## src/rtl/dma_pg_pkg.sv

```systemverilog
package dma_pg_pkg;
    typedef enum logic [0:0] {
        ST_LOCKED = 1'b0,
        ST_SPAN   = 1'b1
    } span_state_t;
endpackage

```

## src/rtl/dpa_addr_ctr.sv

```systemverilog
module dpa_addr_ctr #(
    parameter int CTR_W = 16
) (
    input  logic             clk,
    input  logic             rst_n,
    input  logic             ld,
    input  logic [CTR_W-1:0] ld_val,
    input  logic             step,
    output logic [CTR_W-1:0] ctr,
    output logic             wrap
);
    always_ff @(posedge clk or negedge rst_n) begin
        if (!rst_n)
            ctr <= '0;
        else if (ld)
            ctr <= ld_val;
        else if (step)
            ctr <= ctr + 1'b1;
    end

    // overflow of this strobe, suppressed when a load takes precedence
    always_comb wrap = step && !ld && (ctr == {CTR_W{1'b1}});

    // a strobe without a load advances the counter by exactly one
    a_r4_ctr_step: assert property (@(posedge clk) disable iff (!rst_n)
        (step && !ld) |=> (ctr == $past(ctr) + 1'b1));
    // a load wins over a simultaneous strobe
    a_r9_load_wins: assert property (@(posedge clk) disable iff (!rst_n)
        ld |=> (ctr == $past(ld_val)));
endmodule

```

## src/rtl/dpa_xfer_cnt.sv

```systemverilog
module dpa_xfer_cnt #(
    parameter int CNT_W = 16
) (
    input  logic             clk,
    input  logic             rst_n,
    input  logic             ld,
    input  logic [CNT_W-1:0] ld_val,
    input  logic             step,
    output logic             tc
);
    logic [CNT_W-1:0] cnt;
    logic             under;

    always_comb under = step && !ld && (cnt == '0);

    always_ff @(posedge clk or negedge rst_n) begin
        if (!rst_n) begin
            cnt <= '0;
            tc  <= 1'b0;
        end else begin
            tc <= under;
            if (ld)
                cnt <= ld_val;
            else if (step)
                cnt <= cnt - 1'b1;
        end
    end

    // the pulse only follows an underflow into all ones
    a_r5_tc_all_ones: assert property (@(posedge clk) disable iff (!rst_n)
        tc |-> (cnt == {CNT_W{1'b1}}));
    a_r5_tc_one_cycle: assert property (@(posedge clk) disable iff (!rst_n)
        tc |=> !tc);
endmodule

```

## src/rtl/dpa_page_unit.sv

```systemverilog
module dpa_page_unit #(
    parameter int PAGE_W   = 8,
    parameter int HIPAGE_W = 8,
    parameter bit WORD_CH  = 1'b0
) (
    input  logic                clk,
    input  logic                rst_n,
    input  logic                page_wr,
    input  logic [PAGE_W-1:0]   page_val,
    input  logic                hp_wr,
    input  logic [HIPAGE_W-1:0] hp_val,
    input  logic                carry,
    output logic [PAGE_W-1:0]   page,
    output logic [HIPAGE_W-1:0] hp
);
    localparam int UP_W = HIPAGE_W + PAGE_W;

    logic [PAGE_W-1:0]   page_inc;
    logic [HIPAGE_W-1:0] hp_inc;

    generate
        if (WORD_CH) begin : g_word
            logic [UP_W-2:0] upper;
            always_comb begin
                upper    = {hp, page[PAGE_W-1:1]} + 1'b1;
                page_inc = {upper[PAGE_W-2:0], page[0]};
                hp_inc   = upper[UP_W-2:PAGE_W-1];
            end
        end else begin : g_byte
            logic [UP_W-1:0] upper;
            always_comb begin
                upper    = {hp, page} + 1'b1;
                page_inc = upper[PAGE_W-1:0];
                hp_inc   = upper[UP_W-1:PAGE_W];
            end
        end
    endgenerate

    always_ff @(posedge clk or negedge rst_n) begin
        if (!rst_n) begin
            page <= '0;
            hp   <= '0;
        end else begin
            if (page_wr)
                page <= page_val;
            else if (carry)
                page <= page_inc;
            if (hp_wr)
                hp <= hp_val;
            else if (carry)
                hp <= hp_inc;
        end
    end

    // without a carry or a write the page bits never move
    a_r6_page_held: assert property (@(posedge clk) disable iff (!rst_n)
        (!carry && !page_wr && !hp_wr) |=> ($stable(page) && $stable(hp)));
    // a page write wins over a carry in the same cycle
    a_r9_page_write_wins: assert property (@(posedge clk) disable iff (!rst_n)
        page_wr |=> (page == $past(page_val)));
endmodule

```

## src/rtl/dma_page_addr_gen.sv

```systemverilog
module dma_page_addr_gen
    import dma_pg_pkg::*;
#(
    parameter int CTR_W    = 16,
    parameter int PAGE_W   = 8,
    parameter int HIPAGE_W = 8,
    parameter bit WORD_CH  = 1'b0
) (
    input  logic                               clk,
    input  logic                               rst_n,
    input  logic                               addr_load,
    input  logic [CTR_W-1:0]                   addr_data,
    input  logic                               count_load,
    input  logic [CTR_W-1:0]                   count_data,
    input  logic                               page_write,
    input  logic [PAGE_W-1:0]                  page_data,
    input  logic                               hipage_write,
    input  logic [HIPAGE_W-1:0]                hipage_data,
    input  logic                               xfer_strobe,
    output logic [HIPAGE_W+PAGE_W+CTR_W-1:0]   bus_addr,
    output logic                               word_xfer,
    output logic                               term_count
);
    localparam int BUS_W = HIPAGE_W + PAGE_W + CTR_W;

    span_state_t         state_q, state_d;
    logic [CTR_W-1:0]    ctr;
    logic                ctr_wrap;
    logic                page_carry;
    logic [PAGE_W-1:0]   page;
    logic [HIPAGE_W-1:0] hp;

    dpa_addr_ctr #(.CTR_W(CTR_W)) u_addr (
        .clk(clk), .rst_n(rst_n), .ld(addr_load), .ld_val(addr_data),
        .step(xfer_strobe), .ctr(ctr), .wrap(ctr_wrap)
    );

    dpa_xfer_cnt #(.CNT_W(CTR_W)) u_cnt (
        .clk(clk), .rst_n(rst_n), .ld(count_load), .ld_val(count_data),
        .step(xfer_strobe), .tc(term_count)
    );

    dpa_page_unit #(.PAGE_W(PAGE_W), .HIPAGE_W(HIPAGE_W), .WORD_CH(WORD_CH)) u_page (
        .clk(clk), .rst_n(rst_n), .page_wr(page_write), .page_val(page_data),
        .hp_wr(hipage_write), .hp_val(hipage_data), .carry(page_carry),
        .page(page), .hp(hp)
    );

    // next-state logic: disarm has priority over arm
    always_comb begin
        state_d = state_q;
        unique case (state_q)
            ST_LOCKED: if (hipage_write && !addr_load && !page_write) state_d = ST_SPAN;
            ST_SPAN:   if (addr_load || page_write)                   state_d = ST_LOCKED;
            default:   state_d = ST_LOCKED;
        endcase
    end

    always_ff @(posedge clk or negedge rst_n) begin
        if (!rst_n)
            state_q <= ST_LOCKED;
        else
            state_q <= state_d;
    end

    // output process: carry permission and address layout
    always_comb begin
        page_carry = ctr_wrap && (state_q == ST_SPAN);
        word_xfer  = WORD_CH;
    end

    generate
        if (WORD_CH) begin : g_word_bus
            always_comb bus_addr = {hp, page[PAGE_W-1:1], ctr, 1'b0};
        end else begin : g_byte_bus
            always_comb bus_addr = {hp, page, ctr};
        end
    endgenerate

    // address or page writes always leave the machine locked
    a_r8_disarm: assert property (@(posedge clk) disable iff (!rst_n)
        (addr_load || page_write) |=> (state_q == ST_LOCKED));
    // a lone high-page write arms the carry
    a_r8_arm: assert property (@(posedge clk) disable iff (!rst_n)
        (hipage_write && !addr_load && !page_write) |=> (state_q == ST_SPAN));
    // a wrap while locked leaves the top bits of the address alone
    a_r6_locked_wrap: assert property (@(posedge clk) disable iff (!rst_n)
        (ctr_wrap && state_q == ST_LOCKED && !page_write && !hipage_write)
        |=> $stable(bus_addr[BUS_W-1:CTR_W+1]));
endmodule

```

## config.mk

```make
export PLATFORM = sky130hd
export DESIGN_NAME = dma_page_addr_gen
export DESIGN_NICKNAME = d
export VERILOG_FILES = /design/src/rtl/dma_pg_pkg.sv /design/src/rtl/dpa_addr_ctr.sv /design/src/rtl/dpa_xfer_cnt.sv /design/src/rtl/dpa_page_unit.sv /design/src/rtl/dma_page_addr_gen.sv
export SDC_FILE = /design/constraint.sdc
export NUM_CORES = 1
export LEC_CHECK = 0
export BUFFER_PORTS_ARGS = -buffer_cell sky130_fd_sc_hd__buf_4
export CAP_MARGIN = 20
export CORE_MARGIN = 3
export CORE_UTILIZATION = 40
export DETAILED_ROUTE_END_ITERATION = 7
export PLACE_DENSITY = 0.75
export SYNTH_ARGS = -nofsm -noshare
export SYNTH_HDL_FRONTEND = slang
export SYNTH_SLANG_ARGS = --single-unit
```

## constraint.sdc

```tcl
create_clock -name clk -period 2.9 [get_ports clk]
set_clock_uncertainty 0.2 [all_clocks]
set_input_delay 0.58 -clock clk [delete_from_list [all_inputs] [get_ports clk]]
set_output_delay 0.58 -clock clk [all_outputs]
set_load 0.01 [all_outputs]
```

==> results of run 1 <==
## power by group through the flow
stage | combinational (W) | clock (W) | sequential (W)
floorplan | 0.000166 | 0 | 0.000859
global placement | 0.000344 | 0 | 0.000855
detailed placement | 0.000354 | 0 | 0.000858
CTS | 0.000355 | 0.000436 | 0.000846
global route | 0.000393 | 0.000464 | 0.000861
finish | 0.000350 | 0.000425 | 0.000848
## final timing paths
kind	slack, ps	end	depth (start not counted)
setup / recovery	450	u_page.hp[7]$_DFFE_PN0P_	5
hold / removal	100	u_addr.ctr[10]$_DFFE_PN0P_	1
setup reg to reg	450	u_page.hp[7]$_DFFE_PN0P_	5
hold reg to reg	370	u_cnt.cnt[10]$_DFFE_PN0P_	2
max in group asynchronous	1980	u_cnt.cnt[2]$_DFFE_PN0P_	1
min in group clk	270	state_q$_DFF_PN0_	2
## cell type report
| class | instances | area [sq um] | area share, % |
|---|---|---|---|
| clock buffers | 6 | 82.6 | 2.27 |
| clock inverters | 2 | 12.5 | 0.344 |
| inverters | 14 | 52.6 | 1.44 |
| multi-input cells | 238 | 1440 | 39.7 |
| flip-flops and latches | 50 | 1250 | 34.4 |
| well taps | 96 | 120 | 3.30 |
| repair buffers | 90 | 676 | 18.6 |
## flip-flops by register name (all words and copies together), names as in the netlist
| name | flops |
|---|---|
| u_addr.ctr | 16 |
| u_cnt.cnt | 16 |
| u_page.hp | 8 |
| u_page.page | 8 |
| state_q | 1 |
| u_cnt.tc | 1 |
## cells in the final DEF, fill, tap and decap left out, types with 2 or more instances in the layout
cell                       count
sky130_fd_sc_hd__o31ai_1      13
sky130_fd_sc_hd__ha_1          3
sky130_fd_sc_hd__nand3_1      13
sky130_fd_sc_hd__inv_1        13
sky130_fd_sc_hd__xor2_1        8
sky130_fd_sc_hd__dfrtp_1      50
sky130_fd_sc_hd__o31a_1        2
sky130_fd_sc_hd__a31oi_1      17
sky130_fd_sc_hd__buf_4        90
sky130_fd_sc_hd__and2_1        3
sky130_fd_sc_hd__or3_1         4
sky130_fd_sc_hd__and4_1        7
sky130_fd_sc_hd__nor2_1       23
sky130_fd_sc_hd__or4_1        16
sky130_fd_sc_hd__a21oi_1       2
sky130_fd_sc_hd__nor4_1        7
sky130_fd_sc_hd__clkbuf_8      6
sky130_fd_sc_hd__nor3_1        8
sky130_fd_sc_hd__nand4_1      14
sky130_fd_sc_hd__o21ai_0      25
sky130_fd_sc_hd__o21ai_1       4
sky130_fd_sc_hd__xnor2_1      15
sky130_fd_sc_hd__a311o_1       2
sky130_fd_sc_hd__nand2_1      38
## per-layer routing
metal  vias up  part of all wire (%)
li1       1330                     -
met1      1277                    44
met2        73                    50
met3         6                   5.1
met4         0                   1.0
met5         -                     0
## cell families (layout without fill, tap and decap cells)
kind of cell | count (synthesis) | after routing | share of synthesized area [%]
AOI/OAI and AO/OA | 68 | 68 | 14.8
xor gates and xnor gates | 23 | 23 | 7.08
adders and majority gates | 3 | 3 | 1.32
buffers and inverters | 35 | 112 | 5.36
DFF | 50 | 50 | 44.0
muxes | 2 | 2 | 0.747
other | 1 | 1 | 0.132
and+or+nand+nor | 141 | 141 | 26.6
## worst max-delay path, cell delays in order, from the launching register on
cell and delay, ps:
sky130_fd_sc_hd__dfrtp_1 430, sky130_fd_sc_hd__ha_1 210, sky130_fd_sc_hd__nand4_1 150, sky130_fd_sc_hd__or4_4 680, sky130_fd_sc_hd__or4_1 550, sky130_fd_sc_hd__a31oi_1 170
## per-stage QoR
step / cells / total power, W / hold slack (ps) / setup slack, ps
2_1_floorplan: 323 / 0.00103 / 84.4 / 553
3_3_place_gp: 488 / 0.00120 / 353 / 362
3_5_place_dp: 488 / 0.00121 / 354 / 324
4_1_cts: 496 / 0.00164 / 118 / 459
5_1_grt: 496 / 0.00172 / 147 / 327
6_report: 496 / 0.00162 / 104 / 450
==> results.yml, run 1 <==
cts:
  worst_setup_hold_path_clk_slew_ps: 100
  hold_buffers: 0
  cts_made_buffers: 5
  clk_buf_depth: 2
  cts_num_sinks: 50
  cts.repair.resized: 0
  cts_root_buf: "sky130_fd_sc_hd__clkbuf_8"
  clkLatencyLatePin_ps: 300
  htreeDepth: 2
  cts_tree: "done"
  postCtsSetupRepairBufs: 0
synthesis:
  synth-edff-count: 0
  post_synthesis_net_count: 381
  synth.top_cell.area_share_pct: 44.0
  dominantRegCellSynth: "sky130_fd_sc_hd__dfrtp_1"
  synthDominantAreaCellType: "sky130_fd_sc_hd__dfrtp_1"
  synth_cell_type_count: 41
  synth_sequential_area_ratio_pct: 44.0
  post-synth-top-count-cell: "sky130_fd_sc_hd__dfrtp_1"
  post_synth_most_frequent_cells: "50 x sky130_fd_sc_hd__dfrtp_1, 38 x sky130_fd_sc_hd__nand2_1, 25 x sky130_fd_sc_hd__o21ai_0"
  netlist_instances: 323
  syn-cell-area_sq_um: 2850
  synth.ff_latch_count: 50
  asyncSetResetFlopFracSynth_pct: 100
  ys.warnings.count: 0
  largest_cells_by_area_after_synthesis: "sky130_fd_sc_hd__dfrtp_1 44%, sky130_fd_sc_hd__nand2_1 5.0%, sky130_fd_sc_hd__xnor2_1 4.6%, sky130_fd_sc_hd__o21ai_0 4.4%, sky130_fd_sc_hd__or4_1 4.2%"
  per_instance_average_area_after_synthesis_sq_um: 8.81
power_and_ir_drop:
  power_switching_share_pct: 29.9
  combinational_power_share_pct: 21.6
  power_frac_clock_pct: 26.2
  switching_power_w: 0.000484
  power.density_cell_area_nw_per_um2: 446
  pwr-share-seq_pct: 52.2
  ir_worst_vdd_mv: 0.223
  power.static_leakage_nw: 1.53
  power_report.internal_total_w: 0.00114
grt:
  grt.total_usage_pct: 17.5
  grt.overflow.total: 0
  grt_start_max_net_pins: 51
  global_route.usage.met3_pct: 3.42
  first_pass_grt_wire_length_um: 12100
  groute.layer.met2.usage_pct: 30.0
  grt_pass1_vias: 2624
  grt_most_used_layer: "met2"
  antenna_found_initial: 0
  met1_usage_grt_pct: 22.5
placed_design:
  placed_area_sq_um: 3540
  port-buffer-count: 87
  gp_routability_congestion: 0.800
  hpwl_um: 5100
floorplanning:
  fp-row-count: 30
  core_area_sq_um: 6830
  floorplan.initialDensity_pct: 41.7
  die_span_in_x_um: 90.4
  die_span_in_y_um: 90.4
  num_io_pins: 89
  die_area_sq_um: 8160
sta:
  grt_setup_unrepaired: "false"
  setup_viol: 0
  fin_crit_period_ps: 2450
  drv_slew: 0
  slew-limit-headroom_pct: 49.2
  setup-tns-final_ps: 0
  worst_pin_slew_ps: 755
  report.final.hold_viol_count: 0
  max_freq_mhz: 408
  period_share_pct: 84.5
finish:
  layout.nets: 457
  utilization_pct: 53.2
  fraction_of_layout_instances_using_a_drive_strength_above_1_pct: 25.5
  inserted_diodes: 0
  area_delta_synth_final_pct: 27.8
  final.fill_count: 674
  stdcell_area_sq_um: 3640
setup_path:
  critical_path.endpoint_type: "flip-flop"
  cp-start-kind: "flip-flop"
  worst-setup-path-type: "flip-flop to flip-flop"
  regToRegStartpoint: "u_addr.ctr[0]$_DFFE_PN0P_"
  worst_ep_arrival_time_ps: 2480
  crit_start: "u_addr.ctr[0]$_DFFE_PN0P_"
  critical_path_required_ps: 2930
  critical_path_peak_fanout: 32
drt:
  drc_violations_left: 0
  drt_iter0_drc: 114
  via_count: 2686
  post_drt_via_cell_ratio: 5.42
  drt-total-wl_um: 6970
  final_antenna_net_count: 0
  wirelength_per_cell_um: 14.0
  drt_pass1_iterations: 4
job:
  maxCapViolCount: 0
status:
  run_status: "finished clean"
hold_path:
  hp-class: "primary input to asynchronous set/reset pin"
No activity file was read; power rests on OpenSTA's default activity.
==> run 2, diff against run 1 <==
- ABC_AREA: not set -> 1
- PLACE_DENSITY: 0.75 -> 0.76
- clock period: 2.9 -> 2.2 ns (I/O delays scaled with it)
==> results.yml, run 2 <==
cts:
  htreeDepth: 2
  worst_setup_hold_path_clk_slew_ps: 90
  cts_made_buffers: 5
  cts_tree: "done"
  clk_buf_depth: 2
  cts_num_sinks: 50
  cts_root_buf: "sky130_fd_sc_hd__clkbuf_8"
  hold_buffers: 1
  postCtsSetupRepairBufs: 0
  cts.repair.resized: 0
  clkLatencyLatePin_ps: 300
sta:
  setup-tns-final_ps: 0
  fin_crit_period_ps: 1830
  slew-limit-headroom_pct: 57.4
  period_share_pct: 83.4
  report.final.hold_viol_count: 0
  fin_ws_ps: 365
  drv_slew: 0
  worst_pin_slew_ps: 640
  grt_setup_unrepaired: "false"
  max_freq_mhz: 545
  timing.hold.ws_ps: 147
  setup_viol: 0
synthesis:
  synth.top_cell.area_share_pct: 38.9
  synth_cell_type_count: 31
  syn-cell-area_sq_um: 3220
  synth_sequential_area_ratio_pct: 38.9
  post_synth_most_frequent_cells: "161 x sky130_fd_sc_hd__nand2_1, 50 x sky130_fd_sc_hd__dfrtp_1, 47 x sky130_fd_sc_hd__nand3_1"
  dominantRegCellSynth: "sky130_fd_sc_hd__dfrtp_1"
  asyncSetResetFlopFracSynth_pct: 100
  synth_simple_gate_area_share_pct: 36.7
  synthDominantAreaCellType: "sky130_fd_sc_hd__dfrtp_1"
  post_synth_xor_area_fraction_pct: 7.89
  share_of_the_synthesized_area_in_compound_gates_ao_oa_aoi_oai_pct: 8.62
  largest_cells_by_area_after_synthesis: "sky130_fd_sc_hd__dfrtp_1 39%, sky130_fd_sc_hd__nand2_1 19%, sky130_fd_sc_hd__nand3_1 7.3%, sky130_fd_sc_hd__nor2_1 5.0%, sky130_fd_sc_hd__inv_1 4.5%"
  ys.warnings.count: 0
  dominant_combinational_cell_family_by_area_after_synthesis: "simple AND/OR/NAND/NOR gates"
  yosys-mux-area-fraction_pct: 0
  synth.ff_latch_count: 50
  post_synthesis_net_count: 512
  netlist_instances: 454
  post-synth-top-count-cell: "sky130_fd_sc_hd__nand2_1"
  yosys.area_share.adder_pct: 1.17
  per_instance_average_area_after_synthesis_sq_um: 7.09
  synth-edff-count: 0
drt:
  drc_violations_left: 0
  drt_iter0_drc: 130
  final_antenna_net_count: 0
  post_drt_via_cell_ratio: 4.94
  drt-total-wl_um: 8040
  wirelength_per_cell_um: 12.5
  drt_pass1_iterations: 4
  via_count: 3181
finish:
  final_common_cell: "sky130_fd_sc_hd__nand2_1"
  area_delta_synth_final_pct: 27.8
  stdcell_area_sq_um: 4120
  inserted_diodes: 0
  layout.nets: 599
  layout.cells.most_common_list: "161 x sky130_fd_sc_hd__nand2_1, 91 x sky130_fd_sc_hd__buf_4, 50 x sky130_fd_sc_hd__dfrtp_1"
  fraction_of_layout_instances_using_a_drive_strength_above_1_pct: 20.7
  largestRegisters: "u_addr.ctr x16, u_cnt.cnt x16"
setup_path:
  critical_path_required_ps: 2200
  cp-start-kind: "flip-flop"
  worst_ep_arrival_time_ps: 1830
  worst-setup-path-type: "flip-flop to flip-flop"
  critical_path_peak_fanout: 11
  critical_path.endpoint_type: "flip-flop"
power_and_ir_drop:
  ir_worst_vdd_mv: 0.251
  total_power_w: 0.00257
  power.density_cell_area_nw_per_um2: 623
  power.static_leakage_nw: 2.06
floorplanning:
  die_span_in_y_um: 95.7
  floorplan.initialDensity_pct: 41.5
  core_area_sq_um: 7770
  die_area_sq_um: 9160
  num_io_pins: 89
  fp-row-count: 32
  die_span_in_x_um: 95.7
hold_path:
  hp-class: "primary input to flip-flop"
placed_design:
  placed_area_sq_um: 3970
  gp_routability_congestion: 0.900
  port-buffer-count: 87
  worst_setup_timing_slack_at_the_placement_stage_ps: 281
  hpwl_um: 6200
grt:
  grt_pass1_vias: 2960
  grt_start_max_net_pins: 51
  grt.overflow.total: 0
  first_pass_grt_wire_length_um: 13400
  grt.total_usage_pct: 18.0
  antenna_found_initial: 0
job:
  maxCapViolCount: 0
status:
  run_status: "finished clean"
run 2: changes by cell type in the layout (fill, tap and decap cells not counted), moves of 11 or more:
cell,change
sky130_fd_sc_hd__nand3_1,+34
sky130_fd_sc_hd__nor2_1,+20
sky130_fd_sc_hd__or4_1,-16
sky130_fd_sc_hd__a22oi_1,+18
sky130_fd_sc_hd__o21ai_0,-11
sky130_fd_sc_hd__a31oi_1,-17
sky130_fd_sc_hd__nand2_1,+123
sky130_fd_sc_hd__inv_1,+26
sky130_fd_sc_hd__o31ai_1,-13
run 2: layer usage:
metal	vias to the layer above	GRT usage, %	share of wire [%]
met5	-	0	0
met4	0	4.86	1.1
met3	8	3.05	5.0
met2	75	30.1	48
met1	1460	24.2	46
li1	1638	-	-
run 2: through the flow:
| stage | util (%) | instances |
|---|---|---|
| after floorplan | - | 454 |
| after global placement | 51.1 | 635 |
| after detailed placement | 51.1 | 635 |
| after CTS | 53.0 | 644 |
| after global routing | 53.0 | 644 |
| final | 53.0 | 644 |
run 2: power breakdown:
part / internal [W] / total [W] / leakage, nW / switching (W)
clock: 0.000456 / 0.000780 / 0.0683 / 0.000325
combinational: 0.000303 / 0.000626 / 1.38 / 0.000324
sequential: 0.00102 / 0.00116 / 0.613 / 0.000140
total: 0.00178 / 0.00257 / 2.06 / 0.000788
run 2: path summary, 6_finish.rpt:
path,from,end,slack [ps],cells after the start
setup / recovery,u_addr.ctr[0]$_DFFE_PN0P_,u_page.page[5]$_DFFE_PN0P_,370,8
hold / removal,hipage_data[1],u_page.hp[1]$_DFFE_PN0P_,150,3
setup reg to reg,u_addr.ctr[0]$_DFFE_PN0P_,u_page.page[5]$_DFFE_PN0P_,370,8
hold reg to reg,u_cnt.cnt[14]$_DFFE_PN0P_,u_cnt.tc$_DFF_PN0_,290,1
max in group asynchronous,rst_n,u_addr.ctr[11]$_DFFE_PN0P_,870,2
min in group asynchronous,rst_n,u_cnt.cnt[0]$_DFFE_PN0P_,490,2
run 2: cell type report:
cell class / instances / area [sq um]
Clock buffer: 5 / 68.8
Clock inverter: 3 / 68.8
Fill cell: 779 / 3650
Inverter: 40 / 153
Multi-Input combinational cell: 352 / 1750
Sequential cell: 50 / 1250
Tap cell: 102 / 128
Timing Repair Buffer: 92 / 693
run 2: logic make-up after synthesis:
kind of cell / after synthesis
fa+ha+maj: 3
compound gates: 43
xor+xnor: 29
buf+inv: 52
simple gates: 276
other cells: 1
flops: 50
run 2: critical path: stages (launching register included):
cell and delay, ps:
sky130_fd_sc_hd__dfrtp_1 410, sky130_fd_sc_hd__ha_1 260, sky130_fd_sc_hd__nand2_2 110, sky130_fd_sc_hd__nor2_4 140
sky130_fd_sc_hd__nand3_4 140, sky130_fd_sc_hd__nand2_2 200, sky130_fd_sc_hd__inv_1 140, sky130_fd_sc_hd__nand2_1 80
sky130_fd_sc_hd__nand2_1 50
